<file path="config.mk">
export PLATFORM = sky130hd
export DESIGN_NAME = circ_addr_gen
export DESIGN_NICKNAME = d
export VERILOG_FILES = /design/src/rtl/cag_pkg.sv /design/src/rtl/cag_step_dec.sv /design/src/rtl/cag_wrap_add.sv /design/src/rtl/circ_addr_gen.sv
export SDC_FILE = /design/constraint.sdc
export NUM_CORES = 1
export LEC_CHECK = 0
export BUFFER_PORTS_ARGS = -buffer_cell sky130_fd_sc_hd__clkbuf_2
export CORE_ASPECT_RATIO = 0.6
export CORE_MARGIN = 5
export CORE_UTILIZATION = 56
export DETAILED_ROUTE_END_ITERATION = 10
export MAX_ROUTING_LAYER = met4
export PLACE_DENSITY = 0.85
export SYNTH_ARGS = -nofsm -noshare
export SYNTH_HDL_FRONTEND = slang
export SYNTH_SLANG_ARGS = --single-unit
</file>
<file path="constraint.sdc">
create_clock -name clk -period 7.17 [get_ports clk]
set_clock_uncertainty 0.1 [all_clocks]
set_input_delay 1.0755 -clock clk [delete_from_list [all_inputs] [get_ports clk]]
set_output_delay 1.0755 -clock clk [all_outputs]
set_load 0.05 [all_outputs]
</file>
<file path="src/rtl/cag_pkg.sv">
package cag_pkg;

  typedef enum logic [1:0] {
    STEP_B1  = 2'b00,
    STEP_B2  = 2'b01,
    STEP_B4  = 2'b10,
    STEP_BAD = 2'b11
  } step_code_e;

  localparam int STEP_W = 3;

endpackage

</file>
<file path="src/rtl/cag_step_dec.sv">
module cag_step_dec
  import cag_pkg::*;
(
  input  logic [1:0]        code_i,
  output logic [STEP_W-1:0] bytes_o,
  output logic              bad_o
);

  always_comb begin
    bad_o = 1'b0;
    unique case (step_code_e'(code_i))
      STEP_B1: bytes_o = STEP_W'(1);
      STEP_B2: bytes_o = STEP_W'(2);
      STEP_B4: bytes_o = STEP_W'(4);
      default: begin
        bytes_o = '0;
        bad_o   = 1'b1;
      end
    endcase
  end

endmodule

</file>
<file path="src/rtl/cag_wrap_add.sv">
module cag_wrap_add
  import cag_pkg::*;
#(
  parameter int ADDR_W = 32,
  parameter int MASK_W = 16
) (
  input  logic [ADDR_W-1:0] addr_i,
  input  logic [MASK_W-1:0] mask_i,
  input  logic [STEP_W-1:0] step_i,
  output logic [ADDR_W-1:0] next_o,
  output logic              oversize_o
);

  localparam int CMP_W = MASK_W + 1;

  logic              linear;
  logic [ADDR_W-1:0] sum;
  logic [CMP_W-1:0]  buf_size;

  assign linear     = (mask_i == '0);
  assign sum        = addr_i + {{(ADDR_W-STEP_W){1'b0}}, step_i};
  assign buf_size   = {1'b0, mask_i} + CMP_W'(1);
  assign oversize_o = !linear && (buf_size < {{(CMP_W-STEP_W){1'b0}}, step_i});

  // Carry cut: a bit takes the sum only inside the mask field.
  for (genvar i = 0; i < ADDR_W; i++) begin : g_bit
    if (i < MASK_W) begin : g_field
      assign next_o[i] = (linear || mask_i[i]) ? sum[i] : addr_i[i];
    end else begin : g_base
      assign next_o[i] = linear ? sum[i] : addr_i[i];
    end
  end

endmodule

</file>
<file path="src/rtl/circ_addr_gen.sv">
module circ_addr_gen
  import cag_pkg::*;
#(
  parameter int ADDR_W = 32,
  parameter int MASK_W = 16
) (
  input  logic              clk,
  input  logic              rst,
  input  logic              addr_ld_i,
  input  logic [ADDR_W-1:0] addr_i,
  input  logic              mask_ld_i,
  input  logic [MASK_W-1:0] mask_i,
  input  logic              adv_i,
  input  logic [1:0]        step_i,
  output logic [ADDR_W-1:0] addr_o,
  output logic              step_err_o
);

  logic [ADDR_W-1:0] addr_q;
  logic [MASK_W-1:0] mask_q;
  logic              err_q;
  logic [STEP_W-1:0] step_bytes;
  logic              step_bad;
  logic [ADDR_W-1:0] addr_next;
  logic              oversize;
  logic              adv_req;
  logic              adv_fault;
  logic [ADDR_W-1:0] mask_ext;

  cag_step_dec i_dec (
    .code_i  (step_i),
    .bytes_o (step_bytes),
    .bad_o   (step_bad)
  );

  cag_wrap_add #(.ADDR_W(ADDR_W), .MASK_W(MASK_W)) i_add (
    .addr_i     (addr_q),
    .mask_i     (mask_q),
    .step_i     (step_bytes),
    .next_o     (addr_next),
    .oversize_o (oversize)
  );

  assign adv_req   = adv_i && !addr_ld_i;
  assign adv_fault = adv_req && (step_bad || oversize);
  assign mask_ext  = {{(ADDR_W-MASK_W){1'b0}}, mask_q};

  always_ff @(posedge clk) begin
    if (rst) begin
      addr_q <= '0;
      mask_q <= '0;
      err_q  <= 1'b0;
    end else begin
      if (addr_ld_i)                 addr_q <= addr_i;
      else if (adv_req && !adv_fault) addr_q <= addr_next;
      if (mask_ld_i)                 mask_q <= mask_i;
      err_q <= adv_fault;
    end
  end

  assign addr_o     = addr_q;
  assign step_err_o = err_q;

  AST_LOAD_WINS: assert property (@(posedge clk) disable iff (rst)
    addr_ld_i |=> (addr_o == $past(addr_i)));

  AST_MASK_TAKEN: assert property (@(posedge clk) disable iff (rst)
    mask_ld_i |=> (mask_q == $past(mask_i)));

  AST_BASE_HELD: assert property (@(posedge clk) disable iff (rst)
    (adv_req && mask_q != '0) |=>
      ((addr_o & ~$past(mask_ext)) == ($past(addr_o) & ~$past(mask_ext))));

  AST_IDLE_HOLD: assert property (@(posedge clk) disable iff (rst)
    (!adv_i && !addr_ld_i) |=> $stable(addr_o));

  AST_ERR_NO_MOVE: assert property (@(posedge clk) disable iff (rst)
    step_err_o |-> (addr_o == $past(addr_o)));

  AST_ERR_CAUSE: assert property (@(posedge clk) disable iff (rst)
    !adv_req |=> !step_err_o);

  AST_STEP_CODE: assert property (@(posedge clk) disable iff (rst)
    (adv_req && mask_q == '0 && step_i != 2'b11) |=>
      (addr_o == $past(addr_o) + (ADDR_W'(1) << $past(step_i))));

endmodule

</file>
==> results of run 1 <==
-- cell type report --
class | instances | area [um^2]
clock buffer | 7 | 76.3
clock inverter | 1 | 7.51
fill | 439 | 1640
inverter | 15 | 56.3
multi-input combinational | 267 | 1800
sequential | 49 | 981
tap | 66 | 82.6
timing repair buffer | 88 | 443
-- final timing paths --
check / start / end / slack (ns) / cells past startpoint
worst max-delay path: step_i[0] / addr_o[31] / 4.02 / 10
worst min-delay path: addr_o[0] / addr_o[0] / 0.44 / 2
worst max register to register: mask_q[11] / addr_o[3] / 4.18 / 7
worst min register to register: addr_o[0] / addr_o[0] / 0.44 / 2
-- power by group through the flow --
stage / clock network, W / logic, W / registers [W]
floorplan: 0 / 0.0000693 / 0.000350
CTS: 0.000164 / 0.000144 / 0.000314
global placement: 0 / 0.000139 / 0.000319
global route: 0.000177 / 0.000156 / 0.000318
detailed placement: 0 / 0.000143 / 0.000320
finish: 0.000163 / 0.000144 / 0.000315
-- metrics by stage --
step / hold slack, ns / std cells / total power, W / utilization
4_1_cts: 0.432 / 493 / 0.000622 / 0.678
5_1_grt: 0.456 / 493 / 0.000651 / 0.678
6_report: 0.437 / 493 / 0.000621 / 0.678
3_5_place_dp: 0.420 / 485 / 0.000463 / 0.661
2_1_floorplan: 0.422 / 352 / 0.000419 / -
3_3_place_gp: 0.418 / 485 / 0.000458 / 0.661
-- sequential cells by signal, summed over array words and instances (netlist names) --
signal	flops
mask_q	16
addr_o	32
step_err_o	1
-- Yosys cell counts, drive strengths merged --
library cell | instances | area, um^2
xnor2 | 23 | 201
nor4b | 4 | 35.0
o41ai | 1 | 8.76
a21o | 1 | 7.51
nand2 | 30 | 113
inv | 14 | 52.6
buf | 8 | 41.3
o211ai | 6 | 45.0
and4bb | 1 | 12.5
o21bai | 1 | 7.51
and4 | 6 | 52.6
a21oi | 14 | 70.1
mux2i | 26 | 260
or4bb | 1 | 11.3
a31oi | 2 | 12.5
o31a | 2 | 20.0
dfxtp | 49 | 981
and2 | 3 | 21.3
o21ai | 13 | 65.1
a21boi | 2 | 15.0
a221oi | 2 | 17.5
or3 | 2 | 13.8
nor3 | 5 | 25.0
nand3 | 10 | 50.1
and3 | 5 | 31.3
nor2 | 49 | 184
nor2b | 4 | 25.0
nand4b | 1 | 8.76
clkbuf | 13 | 65.1
a211oi | 9 | 67.6
nor4 | 10 | 105
ha | 7 | 87.6
a311oi | 3 | 26.3
nand4 | 10 | 62.6
clkinv | 1 | 3.75
fa | 1 | 20.0
or4 | 1 | 7.51
a41oi | 1 | 8.76
o2111ai | 4 | 35.0
xor2 | 7 | 61.3
-- cells by family after synthesis --
logic type	count (synthesis)	synth area share
fa+ha+maj	8	0.0366
xor+xnor	30	0.0894
buf+inv	36	0.0553
simple gates	142	0.258
compound gates	61	0.138
mux	26	0.0885
flops	49	0.334
-- layer usage --
layer | vias to the layer above | global-route usage | wire (um)
li1 | 1404 | - | -
met4 | 0 | 0.0360 | 53
met1 | 1309 | 0.341 | 3850
met2 | 128 | 0.350 | 3290
met3 | 9 | 0.0498 | 670
met5 | - | - | 0
-- critical path, stage by stage --
cell      delay (ns)
clkbuf_2        0.13
nor2b_1         0.28
ha_1            0.21
a21o_1          0.08
a21oi_1         0.14
nor4_2          0.65
nand2_1         0.14
nor4_2          0.21
xnor2_1         0.10
a211oi_1        0.23
==> out/metrics.csv, run 1 <==
metric,value,unit
"Arr. time, crit path",3.25,ns
worst slew pin tran,0.993,ns
Initial Util,0.579,
"FF+latch count, synth",49,
pre-CTS setup slack,3.74,ns
nature of the critical path startpoint,input pin,
antenna-violating nets left,0,
port bufs,87,
dpl hpwl,5.88,mm
Final Max Slew Viols,0,
CTS tree,yes,
total track usage,0.238,
Nets,489,
Worst-Skew Late Latency,0.31,ns
Setup TNS Final,0,ns
clk root buf,clkbuf_8,
Core Region,0.00508,mm^2
HP Class,flop to flop,
fmax,318,MHz
DR vias/cell,5.78,
Syn Area/Cell,8.35,um^2
Critical Path RT,7.27,ns
period utilization,0.439,
P_leak,1.47,nW
DRT iter0 DRCs,266,
grt ovf,0,
fin worst setup slack,4.02,ns
sequential power share,0.506,
syn_nets,415,
die height,66.1,um
PwrDens,180,mW/mm^2
Post-CTS Setup Repair Bufs,0,
first drt pass iteration count,4,
die area,0.00684,mm^2
Mapped Cells,352,
Placer Congestion,0.888,
"Seq/Total Area, Yosys",0.334,
"commonest non-fill, non-tap cells in the layout","clkbuf_2, nor2_1, dfxtp_1",
die outline width,104,um
TritonCTS Buffers,5,
FP Rows,20,
wire per inst,16.0,um
Pint,0.000409,W
Clock power frac,0.262,
Psw,0.000212,W
Syn Std Cell Area,0.00294,mm^2
antenna fix cells,0,
I/O Pins,88,
WL final,7.87,mm
WS Path Type,input pin to flop,
switch share,0.342,
"most common cell after layout, fill and taps aside",clkbuf_2,
max_slew headroom,0.338,
setup repair after global routing missed its margin,no,
CTS Buffer Depth,2,
largest net degree at the start of global routing,50,
hold_buf cts,0,
Crit. End Element,flop,
P&R area growth vs syn,17.1,%
vias,2850,
H-tree Lvls,2,
"Clk pin slew, worst setup/hold paths",0.09,ns
"Hold Vio Cnt, Final",0,
final instance area,0.00344,mm^2
Worst Path Max Fanout,7,
DRC Markers,0,
first-pass GRT wire length,13.1,mm
max_cap viols,0,
final setup violation count,0,
Post-DP Area,0.00336,mm^2
vias in the first global route,2713,
share of layout cells above drive strength 1,0.241,
clk sinks,49,
combinational cell fraction of total power,0.232,
count of cell types in the netlist,50,
Peak VDD IR,0.0000975,V
PostCTS Resize Cnt,0,
Yosys warning total,0,
status,"complete, no violations",
antenna violations before repair,0,
min cycle time layout,3.15,ns
(Power assumes the default switching activity.)
==> run 2, diff against run 1 <==
CORE_UTILIZATION = 52   (was 56)
PLACE_DENSITY = 0.79   (was 0.85)
clock period = 3.2 ns   (was 7.17 ns; I/O delays follow)
==> run 2 against run 1 <==
- critical path depth fell by 2
- register-to-register slack got worse by 3.7 ns
- non-clock buffer count is 2 higher
- power grew 140%
==> out/metrics.csv, run 2 (synthesis gave the netlist of run 1 again) <==
metric,value,unit,change
Core Region,0.00552,mm^2,+8.6%
Worst Setup SP,mask_q[1],,
fin worst setup slack,0.498,ns,-3.52 ns
CTS tree,yes,,
final instance area,0.00349,mm^2,+1.5%
worst hold start,addr_i[24],,
total power,0.00149,W,+140%
fmax,370,MHz,
Setup TNS Final,0,ns,unchanged
"Clk pin slew, worst setup/hold paths",0.09,ns,about the same
WS Path Type,flop to flop,,
CTS Buffer Depth,2,,unchanged
Critical R2R Launch,mask_q[1],,
antenna violations before repair,0,,unchanged
antenna fix cells,0,,unchanged
setup repair after global routing missed its margin,no,,
wire per inst,15.3,um,-4.0%
"Hold Vio Cnt, Final",0,,unchanged
die outline width,107,um,+3.4%
clk root buf,clkbuf_8,,
share of layout cells above drive strength 1,0.247,,+0.00587
Nets,491,,+0.41%
first drt pass iteration count,4,,unchanged
P&R area growth vs syn,18.9,%,
vias,2857,,+0.25%
status,"complete, no violations",,
first-pass GRT wire length,12.6,mm,-4.2%
Post-CTS Setup Repair Bufs,0,,unchanged
Final Max Slew Viols,0,,unchanged
PostCTS Resize Cnt,0,,unchanged
die area,0.00730,mm^2,+6.7%
grt ovf,0,,unchanged
"most common cell after layout, fill and taps aside",clkbuf_2,,
P_leak,1.50,nW,+2.1%
DR vias/cell,5.74,,-0.76%
max_slew headroom,0.326,,-0.0116
largest net degree at the start of global routing,50,,unchanged
total track usage,0.220,,-0.0175
min cycle time layout,2.70,ns,
period utilization,0.844,,
Initial Util,0.533,,-0.0459
number of flip-flops in the largest register,32,,unchanged
H-tree Lvls,2,,unchanged
I/O Pins,88,,unchanged
final setup violation count,0,,unchanged
port bufs,87,,unchanged
worst slew pin tran,1.01,ns,+0.0174 ns
antenna-violating nets left,0,,unchanged
clk sinks,49,,unchanged
TritonCTS Buffers,5,,unchanged
WL final,7.63,mm,-3.0%
Worst-Skew Late Latency,0.31,ns,about the same
Critical Path RT,3.30,ns,-3.97 ns
die height,68.2,um,+3.2%
Post-DP Area,0.00338,mm^2,+0.56%
FP Rows,21,,+5.0%
hold_buf cts,0,,unchanged
final core occ,0.633,,-0.0445
DRT iter0 DRCs,217,,-18%
PwrDens,428,mW/mm^2,+140%
Placer Congestion,0.898,,+1.2%
pre-CTS setup slack,0.303,ns,-3.44 ns
Peak VDD IR,0.000240,V,+150%
"commonest non-fill, non-tap cells in the layout","clkbuf_2, nor2_1, dfxtp_1",,
Worst Path Max Fanout,10,,+3
vias in the first global route,2661,,-1.9%
max_cap viols,0,,unchanged
dpl hpwl,5.72,mm,-2.9%
Crit. End Element,flop,,
DRC Markers,0,,unchanged
HP Class,input pin to flop,,
"Arr. time, crit path",2.80,ns,-0.45 ns
nature of the critical path startpoint,flop,,
-- run 2: cell types whose count changed in the layout (fill, tap and decap cells not counted), sizes merged --
cell      delta
buf          +2
bufinv       +1
clkinvlp     -1
-- run 2: path summary, 6_finish.rpt --
path,slack [ns],end,cells past startpoint
setup / recovery,0.50,addr_o[3],8
hold / removal,0.30,addr_o[24],3
setup reg to reg,0.50,addr_o[3],8
hold reg to reg,0.44,addr_o[26],2
-- run 2: cell type report --
| class | instances | area (um^2) |
|---|---|---|
| Timing Repair Buffer | 90 | 458 |
| Clock buffer | 7 | 86.3 |
| Fill cell | 479 | 2020 |
| Sequential cell | 49 | 981 |
| Multi-Input combinational cell | 267 | 1800 |
| Clock inverter | 1 | 30.0 |
| Tap cell | 69 | 86.3 |
| Inverter | 15 | 56.3 |
-- run 2: per-stage QoR --
step                      hold slack [ns]  instances
final                               0.296        498
after global routing                0.299        498
after CTS                           0.296        498
after detailed placement            0.427        490
after global placement              0.426        490
after floorplan                     0.422        352
-- run 2: metal layers --
| layer | vias up | track usage | part of all wire |
|---|---|---|---|
| met5 | - | - | 0 |
| met3 | 7 | 0.0424 | 0.072 |
| met1 | 1330 | 0.328 | 0.53 |
| met2 | 108 | 0.302 | 0.39 |
| li1 | 1412 | - | - |
| met4 | 0 | 0.0510 | 0.0059 |
-- run 2: report_power, final --
part	switching, W	internal (W)
logic	0.000206	0.000115
clock network	0.000212	0.000255
registers	0.0000572	0.000648
total	0.000475	0.00102
-- run 2: critical path, cell delays in order, from the launching register on --
cell and delay, ns:
dfxtp_1 0.52, ha_1 0.33, nand4_1 0.13, nor2_1 0.18, and3_1 0.19, mux2i_1 0.11
nor4_4 0.58, o21ai_0 0.18, a311oi_1 0.28
==> run 3, diff against run 2 <==
CORE_UTILIZATION = 47   (was 52)
PLACE_DENSITY = 0.76   (was 0.79)
clock period = 2.4 ns   (was 3.2 ns; I/O delays follow)
==> run 3 against run 2 <==
- register-to-register slack got worse by 0.42 ns
- sequential share of layout area shrank 3.3 points
- final cell count is 10% higher
- clock power grew 13%
- via count is 6.5% higher
- power is 35% higher
- global-route usage up 0.68 points
- die area is 9.3% higher
- non-clock buffer count rose by 35
- worst hold slack lost 0.12 ns
==> out/metrics.csv, run 3 (synthesis gave the netlist of run 1 again) <==
metric,value,unit,change
max_cap viols,0,,unchanged
H-tree Lvls,2,,unchanged
antenna fix cells,0,,unchanged
"Arr. time, crit path",2.44,ns,-0.36 ns
port bufs,87,,unchanged
total track usage,0.227,,+0.00677
clk sinks,49,,unchanged
first-pass GRT wire length,14.6,mm,+16%
vias,3044,,+6.5%
max_slew headroom,0.661,,+0.334
vias in the first global route,2950,,+11%
die outline width,112,um,+4.7%
WS Path Type,flop to flop,,
Setup TNS Final,0,ns,unchanged
"most common cell after layout, fill and taps aside",clkbuf_2,,
P&R area growth vs syn,37.4,%,
die area,0.00799,mm^2,+9.3%
TritonCTS Buffers,5,,unchanged
Crit. End Element,flop,,
total power,0.00201,W,+35%
sequential cell area,1000,um^2,+1.9%
wire per inst,16.5,um,+7.5%
fillcell total,519,,+8.4%
Multi-input gate area,0.00205,mm^2,+14%
Core Region,0.00608,mm^2,+10%
HP Class,input pin to flop,,
CTS tree,yes,,
Post-DP Area,0.00362,mm^2,+7.1%
WL final,9.04,mm,+19%
status,"complete, no violations",,
dpl hpwl,6.53,mm,+14%
final core occ,0.664,,+0.0306
DR vias/cell,5.54,,-3.4%
I/O Pins,88,,unchanged
crit path max-delay cell type,dfxtp_4,,
"Clk pin slew, worst setup/hold paths",0.09,ns,about the same
antenna-violating nets left,0,,unchanged
"commonest non-fill, non-tap cells in the layout","clkbuf_2, nor2_1, dfxtp_1",,
die height,71.3,um,+4.4%
clk root buf,clkbuf_8,,
M1 GR Usage,0.339,,+0.0105
grt ovf,0,,unchanged
M2 GR Usage,0.325,,+0.0226
Nets,527,,+7.3%
Critical Path RT,2.51,ns,-0.79 ns
share of layout cells above drive strength 1,0.398,,+0.151
Peak VDD IR,0.000359,V,+50%
Final Max Slew Viols,0,,unchanged
DRC Markers,0,,unchanged
Initial Util,0.483,,-0.0495
CTS Buffer Depth,2,,unchanged
min cycle time layout,2.33,ns,-0.376 ns
FP Rows,22,,+4.8%
P_leak,1.75,nW,+17%
Layout Cells excl Fill,549,,+10%
first drt pass iteration count,4,,unchanged
largest net degree at the start of global routing,34,,-32%
met3 usage,0.0447,,+0.00231
worst slew pin tran,0.509,ns,-0.502 ns
placed cells,534,,+9.0%
period utilization,0.969,,+0.125
setup repair after global routing missed its margin,yes,,
Worst-Skew Late Latency,0.30,ns,about the same
final setup violation count,0,,unchanged
delay of the slowest critical-path stage,0.40,ns,-0.18 ns
PwrDens,498,mW/mm^2,+17%
Placer Congestion,0.927,,+3.2%
hold_buf cts,0,,unchanged
Worst Path Max Fanout,5,,-5
DRT iter0 DRCs,222,,+2.3%
fmax,430,MHz,+16%
nature of the critical path startpoint,flop,,
GR peak layer,met1,,
number of flip-flops in the largest register,32,,unchanged
crit-path cells,ha_4 > nand4_1 > nor2_2 > and3_1 > mux2i_4 > nor4_4 > or3_4 > a311oi_2,,
final instance area,0.00404,mm^2,+16%
antenna violations before repair,0,,unchanged
"Hold Vio Cnt, Final",0,,unchanged
run 3: cell types whose count changed in the layout (fill, tap and decap cells not counted), moves of 3 or more:
cell,before,now
buf_6,0,3
buf_4,3,35
dfxtp_1,49,40
ha_1,7,4
dfxtp_2,0,6
nor4b_1,4,1
dfxtp_4,0,3
o21ai_0,13,9
run 3: critical path: cells and delay by family (launching register included):
kind	cells	cell delay, ns
AO/OA/AOI/OAI	1	0.23
flip-flops	1	0.40
adder cells (fa/ha/maj)	1	0.16
AND/OR/NAND/NOR	5	1.00
multiplexers	1	0.36
run 3: metal layers:
metal	part of all wire	wire length, um	vias up
li1	-	-	1493
met1	0.51	4580	1424
met2	0.42	3800	116
met3	0.068	611	11
met4	0.0056	51	0
met5	0	0	-
run 3: final cells by class:
type	instances	area share
clock buffer	6	0.0205
inverter	15	0.0139
sequential	49	0.248
timing repair buffer	125	0.181
multi-input combinational	268	0.507
clock inverter	2	0.00341
tap	84	0.0260
run 3: final timing paths:
| check | to | start | slack, ns | cells past startpoint |
|---|---|---|---|---|
| min | addr_o[17] | addr_i[17] | 0.18 | 3 |
| max reg2reg | addr_o[3] | mask_q[1] | 0.07 | 8 |
| min reg2reg | addr_o[1] | addr_o[1] | 0.41 | 2 |
| max | addr_o[3] | mask_q[1] | 0.07 | 8 |
run 3: report_power, final:
part	switching, W	total, W	internal [W]
logic	0.000330	0.000546	0.000216
registers	0.0000745	0.000938	0.000864
clock network	0.000293	0.000527	0.000235
total	0.000697	0.00201	0.00131
run 3: repair_timing:
item	CTS	global route
gates cloned	1	0
setup endpoints to repair	6	12
buffers inserted	4	2
pin swaps	9	23
resized for setup	20	42
run 3: metrics by stage:
stage	setup slack (ns)	hold slack, ns
3_3_place_gp	-0.0488	0.401
4_1_cts	0.00161	0.177
5_1_grt	-0.0505	0.177
3_5_place_dp	-0.185	0.405
2_1_floorplan	-0.000159	0.397
6_report	0.0741	0.177
